File: config.mk
export PLATFORM = sky130hd
export DESIGN_NAME = dma_irq_hub
export DESIGN_NICKNAME = d
export VERILOG_FILES = /design/src/rtl/dma_irq_pkg.sv /design/src/rtl/dma_irq_decode.sv /design/src/rtl/dma_irq_class.sv /design/src/rtl/dma_irq_rdmux.sv /design/src/rtl/dma_irq_hub.sv
export SDC_FILE = /design/constraint.sdc
export NUM_CORES = 1
export LEC_CHECK = 0
export BUFFER_PORTS_ARGS = -buffer_cell sky130_fd_sc_hd__buf_2
export CORE_UTILIZATION = 26
export CTS_CLUSTER_DIAMETER = 150
export CTS_CLUSTER_SIZE = 25
export DETAILED_ROUTE_END_ITERATION = 6
export PLACE_DENSITY_LB_ADDON = 0.08
export SETUP_SLACK_MARGIN = 0.1
export SYNTH_ARGS = -nofsm -noshare
export SYNTH_HDL_FRONTEND = slang
export SYNTH_SLANG_ARGS = --single-unit
File: constraint.sdc
create_clock -name clk -period 2.1 [get_ports clk]
set_clock_uncertainty 0.15 [all_clocks]
set_input_delay 0.315 -clock clk [delete_from_list [all_inputs] [get_ports clk]]
set_output_delay 0.315 -clock clk [all_outputs]
set_load 0.02 [all_outputs]
File: src/rtl/dma_irq_pkg.sv
`timescale 1ns/1ps
// Shared constants of the event hub: event kinds and the register map.
// Assumes a 12-bit byte address with word-aligned registers.
package dma_irq_pkg;
    localparam int ADDR_W    = 12;
    localparam int NUM_CLASS = 4;

    typedef enum logic [1:0] {
        EV_DONE    = 2'd0,
        EV_SRC_ERR = 2'd1,
        EV_DST_ERR = 2'd2,
        EV_CFG_ERR = 2'd3
    } ev_class_e;

    localparam logic [ADDR_W-1:0] VIEW_BASE = 12'h800;
    localparam logic [ADDR_W-1:0] RAW_BASE  = 12'h810;
    localparam logic [ADDR_W-1:0] BUSY_ADDR = 12'h820;
    localparam logic [ADDR_W-1:0] PRIO_ADDR = 12'h824;
    localparam logic [ADDR_W-1:0] ARB_ADDR  = 12'h828;

    // Address of the raw vector of event kind k.
    function automatic logic [ADDR_W-1:0] raw_addr(input int k);
        return RAW_BASE + ADDR_W'(4 * k);
    endfunction

    // Address of the enabled view of event kind k.
    function automatic logic [ADDR_W-1:0] view_addr(input int k);
        return VIEW_BASE + ADDR_W'(4 * k);
    endfunction
endpackage

File: src/rtl/dma_irq_decode.sv
`timescale 1ns/1ps
// Write decoder: turns the write strobe and the address into one
// enable per raw vector and one per control register.
// Assumes exact address match; all other writes are dropped.
module dma_irq_decode
    import dma_irq_pkg::*;
(
    input  logic                 wr_en,
    input  logic [ADDR_W-1:0]    addr,
    output logic [NUM_CLASS-1:0] raw_we,
    output logic                 prio_we,
    output logic                 arb_we
);
    // Match the address against each writable register.
    always_comb begin
        for (int k = 0; k < NUM_CLASS; k++) begin
            raw_we[k] = wr_en && (addr == raw_addr(k));
        end
        prio_we = wr_en && (addr == PRIO_ADDR);
        arb_we  = wr_en && (addr == ARB_ADDR);
    end
endmodule

File: src/rtl/dma_irq_class.sv
`timescale 1ns/1ps
// One event kind: a sticky raw vector with write-one-to-clear and
// its enabled view. A new event on a bit wins over a clear of that bit.
// Assumes event inputs are synchronous single-cycle pulses.
module dma_irq_class #(
    parameter int NUM_CH = 4
) (
    input  logic              clk,
    input  logic              rst_n,
    input  logic [NUM_CH-1:0] ev,
    input  logic              clr_we,
    input  logic [NUM_CH-1:0] clr_bits,
    input  logic [NUM_CH-1:0] en,
    output logic [NUM_CH-1:0] raw_q,
    output logic [NUM_CH-1:0] view
);
    logic [NUM_CH-1:0] clr_eff;

    // Clear mask applies only when this kind is addressed.
    always_comb clr_eff = clr_we ? clr_bits : '0;

    // Sticky raw vector: clear first, then set, so set wins.
    always_ff @(posedge clk) begin
        if (!rst_n) raw_q <= '0;
        else        raw_q <= (raw_q & ~clr_eff) | ev;
    end

    // Enabled view follows the enables without delay.
    always_comb view = raw_q & en;
endmodule

File: src/rtl/dma_irq_rdmux.sv
`timescale 1ns/1ps
// Read multiplexer: returns raw vectors, enabled views and the busy
// mirror. Write-only and unmapped addresses read as zero.
// Assumes NUM_CH does not exceed DATA_W.
module dma_irq_rdmux
    import dma_irq_pkg::*;
#(
    parameter int NUM_CH = 4,
    parameter int DATA_W = 32
) (
    input  logic [ADDR_W-1:0]                addr,
    input  logic [NUM_CLASS-1:0][NUM_CH-1:0] raw,
    input  logic [NUM_CLASS-1:0][NUM_CH-1:0] view,
    input  logic [NUM_CH-1:0]                busy,
    output logic [DATA_W-1:0]                rdata
);
    // Select the addressed vector, zero-extended to the bus width.
    always_comb begin
        rdata = '0;
        for (int k = 0; k < NUM_CLASS; k++) begin
            if (addr == raw_addr(k))  rdata = DATA_W'(raw[k]);
            if (addr == view_addr(k)) rdata = DATA_W'(view[k]);
        end
        if (addr == BUSY_ADDR) rdata = DATA_W'(busy);
    end
endmodule

File: src/rtl/dma_irq_hub.sv
`timescale 1ns/1ps
// Event and interrupt hub of a multi-channel DMA engine. Holds four
// kinds of per-channel events, drives one registered interrupt,
// mirrors channel busy flags and keeps the arbitration settings.
// Assumes synchronous event pulses and NUM_CH <= DATA_W.
module dma_irq_hub
    import dma_irq_pkg::*;
#(
    parameter int NUM_CH = 4,
    parameter int DATA_W = 32
) (
    input  logic              clk,
    input  logic              rst_n,
    input  logic [NUM_CH-1:0] ev_done,
    input  logic [NUM_CH-1:0] ev_src_err,
    input  logic [NUM_CH-1:0] ev_dst_err,
    input  logic [NUM_CH-1:0] ev_cfg_err,
    input  logic [NUM_CH-1:0] ch_irq_en,
    input  logic [NUM_CH-1:0] ch_busy,
    input  logic              wr_en,
    input  logic [11:0]       addr,
    input  logic [DATA_W-1:0] wdata,
    output logic [DATA_W-1:0] rdata,
    output logic              irq,
    output logic [DATA_W-1:0] grp_prio,
    output logic [DATA_W-1:0] arb_cfg
);
    logic [NUM_CLASS-1:0][NUM_CH-1:0] ev_all;
    logic [NUM_CLASS-1:0][NUM_CH-1:0] raw_all;
    logic [NUM_CLASS-1:0][NUM_CH-1:0] view_all;
    logic [NUM_CLASS-1:0]             raw_we;
    logic                             prio_we;
    logic                             arb_we;

    // Gather the event inputs in kind order.
    always_comb begin
        ev_all[EV_DONE]    = ev_done;
        ev_all[EV_SRC_ERR] = ev_src_err;
        ev_all[EV_DST_ERR] = ev_dst_err;
        ev_all[EV_CFG_ERR] = ev_cfg_err;
    end

    dma_irq_decode u_dec (
        .wr_en   (wr_en),
        .addr    (addr),
        .raw_we  (raw_we),
        .prio_we (prio_we),
        .arb_we  (arb_we)
    );

    for (genvar k = 0; k < NUM_CLASS; k++) begin : g_class
        dma_irq_class #(.NUM_CH(NUM_CH)) u_class (
            .clk      (clk),
            .rst_n    (rst_n),
            .ev       (ev_all[k]),
            .clr_we   (raw_we[k]),
            .clr_bits (wdata[NUM_CH-1:0]),
            .en       (ch_irq_en),
            .raw_q    (raw_all[k]),
            .view     (view_all[k])
        );
    end

    dma_irq_rdmux #(.NUM_CH(NUM_CH), .DATA_W(DATA_W)) u_rd (
        .addr  (addr),
        .raw   (raw_all),
        .view  (view_all),
        .busy  (ch_busy),
        .rdata (rdata)
    );

    // Combined interrupt, one register after the enabled views.
    always_ff @(posedge clk) begin
        if (!rst_n) irq <= 1'b0;
        else        irq <= |view_all;
    end

    // Write-only priority and arbitration settings.
    always_ff @(posedge clk) begin
        if (!rst_n) begin
            grp_prio <= '0;
            arb_cfg  <= '0;
        end else begin
            if (prio_we) grp_prio <= wdata;
            if (arb_we)  arb_cfg  <= wdata;
        end
    end
endmodule

==> out/qor.tcl, run 1 <==
set qor(run_status) {finished, violations left}
set qor(violations) {negative setup slack}
set qor(seq_power_share_pct) 42.9
set qor(clockBufferDepth) 2
set qor(final-max-slew-violation-count) 0
set qor(min_period_ns) 2.16
set qor(sw_frac_of_total_pct) 22.2
set qor(crit_arrival_ns) 1.69
set qor(num-fill-cells) 1441
set qor(cts_num_sinks) 81
set qor(post_synth_main_area_contributors) {sky130_fd_sc_hd__dfxtp_1 (46%), sky130_fd_sc_hd__nand2_1 (14%), sky130_fd_sc_hd__a21oi_1 (10%)}
set qor(synth_top_cell_by_area) {sky130_fd_sc_hd__dfxtp_1}
set qor(clkPwrFrac_pct) 49.5
set qor(powerDensity_nw_per_um2) 755
set qor(grt_util_all_layers_pct) 16.0
set qor(detail_route.iter0.violations) 136
set qor(internal_power_mw) 2.86
set qor(core_region_area_um2) 13200
set qor(detail_route.first_pass.iterations) 6
set qor(total_net_switching_power_mw) 0.819
set qor(ff_latch_area_um2) 1620
set qor(ys_seq_area_share_pct) 46.0
set qor(die_x_um) 118
set qor(dp.final_hpwl_um) 7770
set qor(netlist_area_um2) 3520
set qor(initial_utilization_pct) 26.6
set qor(worst_ir_drop_vdd_v) 0.000316
set qor(dp_slack_ns) -0.0942
set qor(wirelength_um) 10900
set qor(synth_cells) 448
set qor(cts_htree_levels) 3
set qor(worst-path-buf-inv) 2
set qor(highest_attainable_clock_frequency_mhz) 463
set qor(vias_in_the_first_global_route) 3347
set qor(grt_max_degree) 37
set qor(clock_tree.root_cell) {sky130_fd_sc_hd__clkbuf_16}
set qor(io-pin-count) 168
set qor(finalWorstSetupSlack_ns) -0.0576
set qor(place_congestion) 0.833
set qor(grt_overflow) 0
set qor(slowest_stage) {sky130_fd_sc_hd__or4b_4}
set qor(numPortBuffers) 139
set qor(report.power.total_mw) 3.68
set qor(synth_area_per_cell_um2) 7.86
set qor(crit_fanout) 5
set qor(tritoncts) {built}
set qor(cpMostUsedCell) {sky130_fd_sc_hd__buf_6}
set qor(post_route_antenna_net_violation_count) 0
set qor(maxCapViolCount) 0
set qor(post_drt_wl_per_cell_um) 13.9
set qor(synth_warnings) 0
set qor(grt_pass1_wl_um) 17300
set qor(yosys.cell_types.count) 43
set qor(worstSetupPathType) {in2out}
set qor(path_cells) {buf_6, or4b_4, or2_4, o32a_1, a2bb2oi_4, buf_6}
set qor(netlist.area_leader.share_pct) 46.0
set qor(floorplan.die.height_um) 118
set qor(synth_enable_flop_cells) 0
set qor(max_stage_delay_ns) 0.58
set qor(hold_path_class) {in2reg}
set qor(synthToLayoutAreaGrowth_pct) 38.4
set qor(ys.flop_type) {sky130_fd_sc_hd__dfxtp_1}
set qor(share_of_post_route_cells_with_drive_strength_above_1_pct) 32.5
set qor(min_period_over_period_pct) 103
set qor(path_clk_slew_ns) 0.06
set qor(final-setup-viol-count) 1
set qor(comb_power_share_pct) 7.6
set qor(vias) 3495
set qor(power.static_leakage_nw) 2.12
set qor(cp_top_family) {simple AND/OR/NAND/NOR gates}
set qor(overall_die_area_um2) 14000
set qor(finish.utilization_pct) 36.8
set qor(multi_input_gate_area_um2) 1630
set qor(cts_buffers) 9
set qor(nNetsFinal) 670
set qor(async_reset_ff_share_pct) 0
set qor(timing.critical_path.from_type) {input pin}
set qor(clk_latency_ns) 0.34
set qor(grt_antenna_before_repair) 1
set qor(viasPerCell) 4.48
set qor(critical_path_required_ns) 1.63
set qor(setup_repair_after_global_routing_missed_its_margin) {yes}
set qor(timing_hold_violations_final) 0
set qor(cp-end-kind) {primary output}
set qor(rows) 42
set qor(ys_seq_elements) 81
set qor(drc) 0
## final cells by class
cell class	instances	area share (%)
well taps	176	4.52
flip-flops and latches	81	33.3
inverters	19	1.46
clock inverters	5	2.10
diodes	1	0.0513
clock buffers	11	4.98
repair buffers	167	20.3
multi-input cells	321	33.3
## routing by layer
layer / GRT usage (%) / up-vias / wire length (µm)
met5: 0 / - / 0
met4: 7.36 / 0 / 206
met3: 4.78 / 14 / 758
met2: 24.5 / 110 / 4960
met1: 20.7 / 1608 / 4950
li1: - / 1763 / -
## worst paths after layout
path | start | to | slack (ns) | depth (start not counted)
min reg2reg | arb_cfg[2]$_SDFFE_PN0P_ | arb_cfg[2]$_SDFFE_PN0P_ | 0.30 | 2
min | ev_cfg_err[1] | g_class[3].u_class.raw_q[1]$_SDFF_PN0_ | 0.06 | 3
max | addr[10] | rdata[1] | -0.06 | 6
max reg2reg | g_class[3].u_class.raw_q[1]$_SDFF_PN0_ | irq$_SDFF_PN0_ | 0.74 | 2
## Yosys cell counts (all sizes together) (2+ instances only)
master and count:
nand4 2, nand2b 2, o211ai 6, clkbuf 16
nor2 3, or4b 2, o21ai 22, nor3 4
nor2b 2, o22a 2, a31oi 12, and3 2
a21oi 71, inv 18, nand2 134, a211oi 2
and4 2, buf 38, o41ai 4, nor4b 4
dfxtp 81, nand3 4
## cells by family after synthesis
group                  Yosys count  share of synthesized area (%)
and+or+nand+nor                167                           21.7
other                            1                          0.106
DFF                             81                           46.0
buffers and inverters           73                           11.7
muxes                            1                          0.284
AOI/OAI and AO/OA              125                           20.2
## power by group through the flow
stage	Combinational [mW]	Clock (mW)	Sequential, mW
final	0.279	1.82	1.58
after global routing	0.311	1.94	1.58
after floorplan	0.174	0	1.61
after CTS	0.281	1.88	1.58
after detailed placement	0.275	0	1.61
after global placement	0.274	0	1.61
## cells in the final DEF (no fill, tap or decap), drive strengths merged, types with 2 or more instances in the layout
cell | synthesis | routed
nor2b | 2 | 2
o211ai | 6 | 6
nand4 | 2 | 2
o21ai | 22 | 22
o22a | 2 | 2
or4b | 2 | 2
nand3 | 4 | 4
nor4b | 4 | 4
and3 | 2 | 2
a211oi | 2 | 2
dfxtp | 81 | 81
nand2 | 134 | 134
clkbuf | 16 | 11
buf | 38 | 167
a31oi | 12 | 12
nor2 | 3 | 3
o41ai | 4 | 4
nand2b | 2 | 2
inv | 18 | 19
nor3 | 4 | 4
bufinv | 0 | 3
and4 | 2 | 2
conb | 1 | 28
a21oi | 71 | 71
## flip-flops by register name, indices dropped and copies added, names as in the netlist
register and cells:
grp_prio 32, g_class.u_class.raw_q 16, irq 1, arb_cfg 32
## stage by stage
stage	cell area [µm²]	cells	setup TNS (ns)	hold slack, ns
floorplan	3640	475	0	0.265
global placement	4480	762	-0.168	0.287
detailed placement	4480	762	-0.319	0.291
CTS	4870	779	-0.0665	0.0476
global route	4870	780	-0.165	0.0639
finish	4880	781	-0.0576	0.0587
## worst min-delay path, stage by stage
cell and delay, ns:
sky130_fd_sc_hd__buf_2 0.09, sky130_fd_sc_hd__inv_1 0.04, sky130_fd_sc_hd__a21oi_1 0.05
## what timing repair did
action / CTS / global route
pin swaps: 2 / 1
endpoints found under the setup margin: 4 / 4
setup buffers: 1 / 1
resized for setup: 9 / 0
hold buffers: 0 / 0
Note: power is estimated with default switching activity, not from simulation.
==> run 2: changes to the inputs <==
- ABC_AREA: unset -> 1
- CAP_MARGIN: unset -> 20
==> out/qor.tcl, run 2 <==
set qor(run_status) {complete, no violations}
set qor(setup_repair_after_global_routing_missed_its_margin) {yes}
set qor(grt_pass1_wl_um) 15900
set qor(timing.reg2reg.worst_path_depth) 2
set qor(regToRegSetupSlack_ns) 0.77
set qor(crit_fanout) 4
set qor(timing_hold_violations_final) 0
set qor(synth_warnings) 0
set qor(post_drt_wl_per_cell_um) 13.0
set qor(synth_adder_area_share_pct) 0
set qor(hp-start) {ev_cfg_err[0]}
set qor(final-max-slew-violation-count) 0
set qor(mostFrequentLayoutCells) {sky130_fd_sc_hd__buf_2 (135), sky130_fd_sc_hd__a21oi_1 (83), sky130_fd_sc_hd__dfxtp_1 (80)}
set qor(synth_cells) 446
set qor(critical_path_required_ns) 1.63
set qor(post_route_antenna_net_violation_count) 0
set qor(timing.hold.worst_endpoint) {g_class[3].u_class.raw_q[0]$_SDFF_PN0_}
set qor(share_of_post_route_cells_with_drive_strength_above_1_pct) 34.1
set qor(clk_latency_ns) 0.33
set qor(num-fill-cells) 1346
set qor(maxCapViolCount) 0
set qor(end_of_the_worst_register_to_register_path) {irq$_SDFF_PN0_}
set qor(yosys.cell_types.count) 25
set qor(die_x_um) 118
set qor(ys.flop_type) {sky130_fd_sc_hd__dfxtp_1}
set qor(detail_route.iter0.violations) 167
set qor(worstSetupPathType) {in2out}
set qor(clock_tree.root_cell) {sky130_fd_sc_hd__clkbuf_16}
set qor(place_congestion) 0.841
set qor(powerDensity_nw_per_um2) 757
set qor(crit_arrival_ns) 1.52
set qor(floorplan.die.height_um) 118
set qor(cts_num_sinks) 81
set qor(highest_attainable_clock_frequency_mhz) 504
set qor(netlist_area_um2) 3470
set qor(synthXorXnorAreaFrac_pct) 0
set qor(antenna_cells) 0
set qor(rows) 41
set qor(overall_die_area_um2) 13800
set qor(synth_top_cell_by_area) {sky130_fd_sc_hd__dfxtp_1}
set qor(synth-compound-area-share_pct) 26.4
set qor(synth_top_cells_by_count) {sky130_fd_sc_hd__a21oi_1 (83), sky130_fd_sc_hd__dfxtp_1 (81), sky130_fd_sc_hd__inv_1 (59)}
set qor(nNetsFinal) 662
set qor(synth_enable_flop_cells) 0
set qor(post_synth_main_area_contributors) {sky130_fd_sc_hd__dfxtp_1 (47%), sky130_fd_sc_hd__a21oi_1 (12%), sky130_fd_sc_hd__o21ai_0 (7.8%)}
set qor(report.power.total_mw) 3.65
set qor(cts-hold-fix-buffers) 0
set qor(hold_ws_ns) 0.0709
set qor(path_clk_slew_ns) 0.06
set qor(layout_top_registers) {arb_cfg (32), grp_prio (32), g_class.u_class.raw_q (16)}
set qor(mostFrequentLayoutCell) {sky130_fd_sc_hd__buf_2}
set qor(grt_antenna_before_repair) 0
set qor(tritoncts) {built}
set qor(clockBufferDepth) 2
set qor(power.static_leakage_nw) 2.46
set qor(synth.most_common_cell) {sky130_fd_sc_hd__a21oi_1}
set qor(vias) 3414
set qor(grt_max_degree) 65
set qor(min_delay_path_depth) 3
set qor(numPortBuffers) 139
set qor(initial_utilization_pct) 27.1
set qor(tightestPinTransition_ns) 0.511
set qor(post_synth_and_or_nand_nor_area_fraction_pct) 10.9
set qor(io-pin-count) 168
set qor(vias_in_the_first_global_route) 3202
set qor(worst_ir_drop_vdd_v) 0.000372
set qor(netlist.area_leader.share_pct) 46.7
set qor(synth_area_per_cell_um2) 7.78
set qor(ys_seq_area_share_pct) 46.7
set qor(ys_seq_elements) 81
set qor(synthToLayoutAreaGrowth_pct) 39.0
set qor(rr_startpoint) {g_class[3].u_class.raw_q[1]$_SDFF_PN0_}
set qor(min_period_ns) 1.98
set qor(grt_util_all_layers_pct) 14.3
set qor(async_reset_ff_share_pct) 0
set qor(drc) 0
set qor(min_period_over_period_pct) 94.5
set qor(cp-end-kind) {primary output}
set qor(cts_buffers) 9
set qor(core_region_area_um2) 12800
set qor(timing.critical_path.from_type) {input pin}
set qor(wirelength_um) 9970
set qor(viasPerCell) 4.45
set qor(dp.final_hpwl_um) 7090
set qor(cts_htree_levels) 3
set qor(dominant_combinational_cell_family_by_area_after_synthesis) {compound AO/OA/AOI/OAI gates}
set qor(synth.mux.area_fraction_pct) 0
set qor(hold_path_class) {in2reg}
set qor(detail_route.first_pass.iterations) 4
set qor(final-setup-viol-count) 0
set qor(grt_overflow) 0
set qor(slew-limit-headroom_pct) 65.8
-- run 2: how the worst max path moves through the flow --
stage	endpoint	startpoint	slack, ns	cells past startpoint
5_1_grt	rdata[2]	addr[0]	-0.04	10
4_1_cts	rdata[2]	addr[10]	0.10	11
3_5_place_dp	rdata[1]	addr[1]	-0.02	15
2_1_floorplan	rdata[1]	addr[5]	0.23	13
3_3_place_gp	rdata[1]	addr[1]	-0.02	15
6_report	rdata[1]	addr[10]	0.12	13
-- run 2: cell type report --
| class | instances | area, µm² | area share [%] |
|---|---|---|---|
| flip-flops and latches | 81 | 1620 | 33.6 |
| multi-input cells | 282 | 1520 | 31.4 |
| repair buffers | 155 | 886 | 18.4 |
| clock buffers | 11 | 243 | 5.03 |
| inverters | 62 | 238 | 4.93 |
| well taps | 172 | 215 | 4.46 |
| clock inverters | 5 | 103 | 2.13 |
-- run 2: what timing repair did --
item | CTS | global route
resized for setup | 8 | 38
endpoints found under the setup margin | 4 | 4
hold endpoints to repair | 0 | 0
setup buffers | 2 | 1
pin swaps | 2 | 14
-- run 2: cell families after synthesis --
group	after synthesis
buf+inv	110
compound gates	176
other cells	1
flops	81
simple gates	78
-- run 2: through the flow --
step	instance area (µm²)	setup TNS, ns	setup slack (ns)	util (%)	cells
5_1_grt	4820	-0.0353	-0.0353	37.6	768
4_1_cts	4680	0	0.102	36.5	767
3_3_place_gp	4300	-0.0200	-0.0200	33.5	749
2_1_floorplan	3570	0	0.225	-	473
6_report	4820	0	0.115	37.6	768
3_5_place_dp	4300	-0.0244	-0.0238	33.5	749
-- run 2: critical path, cell delays in order --
cell,delay (ns)
sky130_fd_sc_hd__buf_2,0.11
sky130_fd_sc_hd__nor2_4,0.12
sky130_fd_sc_hd__nand2_4,0.10
sky130_fd_sc_hd__nor2_4,0.13
sky130_fd_sc_hd__buf_4,0.13
sky130_fd_sc_hd__o2111ai_1,0.09
sky130_fd_sc_hd__nand2_1,0.08
sky130_fd_sc_hd__nand3_1,0.06
sky130_fd_sc_hd__nand2_1,0.07
sky130_fd_sc_hd__nand2_1,0.05
sky130_fd_sc_hd__nand2_1,0.08
sky130_fd_sc_hd__nand2_2,0.05
sky130_fd_sc_hd__buf_6,0.12
-- run 2: per-layer routing --
layer / vias to the layer above / part of all wire [%] / GRT usage, %
met2: 133 / 46 / 23.6
met4: 0 / 1.8 / 6.49
met3: 14 / 7.9 / 4.41
met1: 1532 / 44 / 17.0
li1: 1735 / - / -
met5: - / 0 / 0
-- run 2: power by group --
part | internal [mW] | leakage, nW | switching (mW)
Sequential | 1.56 | 0.658 | 0.0195
Combinational | 0.0996 | 1.63 | 0.175
Clock | 1.19 | 0.166 | 0.604
==> run 3: changes to the inputs <==
- CELL_PAD_IN_SITES_DETAIL_PLACEMENT: unset -> 1
- CELL_PAD_IN_SITES_GLOBAL_PLACEMENT: unset -> 1
==> out/qor.tcl, run 3 (synthesis results as in run 2) <==
set qor(io-pin-count) 168
set qor(end_of_the_worst_register_to_register_path) {irq$_SDFF_PN0_}
set qor(timing_hold_violations_final) 0
set qor(post_route_antenna_net_violation_count) 0
set qor(tightestPinTransition_ns) 0.552
set qor(vias_in_the_first_global_route) 3639
set qor(grt_antenna_before_repair) 0
set qor(rows) 41
set qor(cp-end-kind) {primary output}
set qor(initial_utilization_pct) 27.1
set qor(nNetsFinal) 665
set qor(timing.critical_path.from_type) {input pin}
set qor(highest_attainable_clock_frequency_mhz) 501
set qor(mostFrequentLayoutCell) {sky130_fd_sc_hd__buf_2}
set qor(drc) 0
set qor(viasPerCell) 4.48
set qor(final-max-slew-violation-count) 0
set qor(crit_fanout) 4
set qor(slowest_stage) {sky130_fd_sc_hd__nor2_4}
set qor(min_period_over_period_pct) 95.1
set qor(overall_die_area_um2) 13800
set qor(cts_buffers) 9
set qor(maxCapViolCount) 0
set qor(layout_top_registers) {arb_cfg (32), grp_prio (32), g_class.u_class.raw_q (16)}
set qor(detail_route.first_pass.iterations) 4
set qor(share_of_post_route_cells_with_drive_strength_above_1_pct) 35.3
set qor(hold_path_class) {in2reg}
set qor(num-fill-cells) 1583
set qor(max_stage_delay_ns) 0.17
set qor(cts_htree_levels) 3
set qor(mostFrequentLayoutCells) {sky130_fd_sc_hd__buf_2 (130), sky130_fd_sc_hd__a21oi_1 (83), sky130_fd_sc_hd__dfxtp_1 (80)}
set qor(die_x_um) 118
set qor(worst_ir_drop_vdd_v) 0.000395
set qor(clkPwrFrac_pct) 45.4
set qor(synthToLayoutAreaGrowth_pct) 40.4
set qor(path_cells) {buf_6, nor2_4, nand3_2, buf_6, nor2_4, nand4_1, nand3_1, nor2_2, nand4_1, nand3_1, nand2_1, buf_6}
set qor(regToRegSetupSlack_ns) 0.69
set qor(total_net_switching_power_mw) 0.817
set qor(cpMostUsedCell) {sky130_fd_sc_hd__buf_6}
set qor(vias) 3449
set qor(numPortBuffers) 139
set qor(seq_power_share_pct) 46.1
set qor(run_status) {complete, no violations}
set qor(grt_overflow) 0
set qor(tritoncts) {built}
set qor(slew-limit-headroom_pct) 62.7
set qor(report.power.total_mw) 3.43
set qor(grt_util_all_layers_pct) 16.2
set qor(wirelength_um) 11200
set qor(setup_tns_ns) 0
set qor(detail_route.iter0.violations) 94
set qor(powerDensity_nw_per_um2) 704
set qor(place_congestion) 0.804
set qor(dp.final_hpwl_um) 7950
set qor(path_clk_slew_ns) 0.06
set qor(internal_power_mw) 2.61
set qor(antenna_cells) 0
set qor(timing.reg2reg.worst_path_depth) 2
set qor(min_period_ns) 2.00
set qor(sw_frac_of_total_pct) 23.8
set qor(worstSetupPathType) {in2out}
set qor(clk_latency_ns) 0.33
set qor(clockBufferDepth) 2
set qor(critical_path_required_ns) 1.63
set qor(setup_repair_after_global_routing_missed_its_margin) {yes}
set qor(clock_tree.root_cell) {sky130_fd_sc_hd__clkbuf_16}
set qor(comb_power_share_pct) 8.5
set qor(power.static_leakage_nw) 2.46
set qor(grt_max_degree) 65
set qor(final-setup-viol-count) 0
set qor(rr_startpoint) {g_class[3].u_class.raw_q[1]$_SDFF_PN0_}
set qor(timing.critical_path.from) {addr[6]}
set qor(worstSetupEndpoint) {rdata[2]}
set qor(grt_pass1_wl_um) 18100
set qor(cts_num_sinks) 81
set qor(crit_arrival_ns) 1.53
set qor(post_drt_wl_per_cell_um) 14.5
set qor(cts-hold-fix-buffers) 0
set qor(floorplan.die.height_um) 118
set qor(core_region_area_um2) 12800
run 3: area by class of cell:
class	instances	area [µm²]	share of cell area, %
sequential	81	1620	33.3
multi-input combinational	282	1560	32.0
timing repair buffer	158	943	19.4
clock buffer	10	239	4.91
inverter	62	235	4.83
tap	172	215	4.42
clock inverter	5	56.3	1.16
run 3: stage by stage:
step / util, % / area [µm²] / hold slack, ns / worst slack (ns) / std cells
after floorplan: - / 3570 / 0.299 / 0.225 / 473
after global placement: 33.5 / 4300 / 0.321 / -0.0295 / 749
after detailed placement: 33.5 / 4300 / 0.345 / -0.0581 / 749
after CTS: 36.6 / 4690 / 0.0538 / 0.106 / 765
after global routing: 38.0 / 4870 / 0.0648 / -0.0109 / 770
final: 38.0 / 4870 / 0.0680 / 0.102 / 770
run 3: what timing repair did:
action                                  4_1_cts  5_1_grt
endpoints found under the setup margin        4        4
pin swaps                                    12       22
gates resized for setup                      26       37
setup buffers                                 1        5
run 3: power groups by stage:
stage                     logic (mW)  clock network (mW)  registers [mW]
final                          0.291                1.56            1.58
after global routing           0.322                1.69            1.58
after CTS                      0.268                1.61            1.58
after detailed placement       0.257                   0            1.62
after global placement         0.254                   0            1.61
after floorplan                0.178                   0            1.61
run 3: worst min-delay path by stage:
stage	start	endpoint	cells after the start
3_3_place_gp	g_class[2].u_class.raw_q[0]$_SDFF_PN0_	g_class[2].u_class.raw_q[0]$_SDFF_PN0_	2
3_5_place_dp	g_class[2].u_class.raw_q[0]$_SDFF_PN0_	g_class[2].u_class.raw_q[0]$_SDFF_PN0_	2
2_1_floorplan	ev_done[0]	g_class[0].u_class.raw_q[0]$_SDFF_PN0_	2
4_1_cts	ev_dst_err[3]	g_class[2].u_class.raw_q[3]$_SDFF_PN0_	3
6_report	ev_dst_err[3]	g_class[2].u_class.raw_q[3]$_SDFF_PN0_	3
5_1_grt	ev_done[3]	g_class[0].u_class.raw_q[3]$_SDFF_PN0_	3
run 3: worst max-delay path, delay by kind of cell:
kind / cells / cell delay [ns]
buffers and inverters: 3 / 0.36
and+or+nand+nor: 9 / 0.86
run 3: metal layers:
layer	share of wire [%]	up-vias	GRT usage, %
li1	-	1731	-
met3	6.8	10	5.38
met2	50	100	28.0
met1	42	1608	18.9
met4	1.4	0	5.05
met5	0	-	0
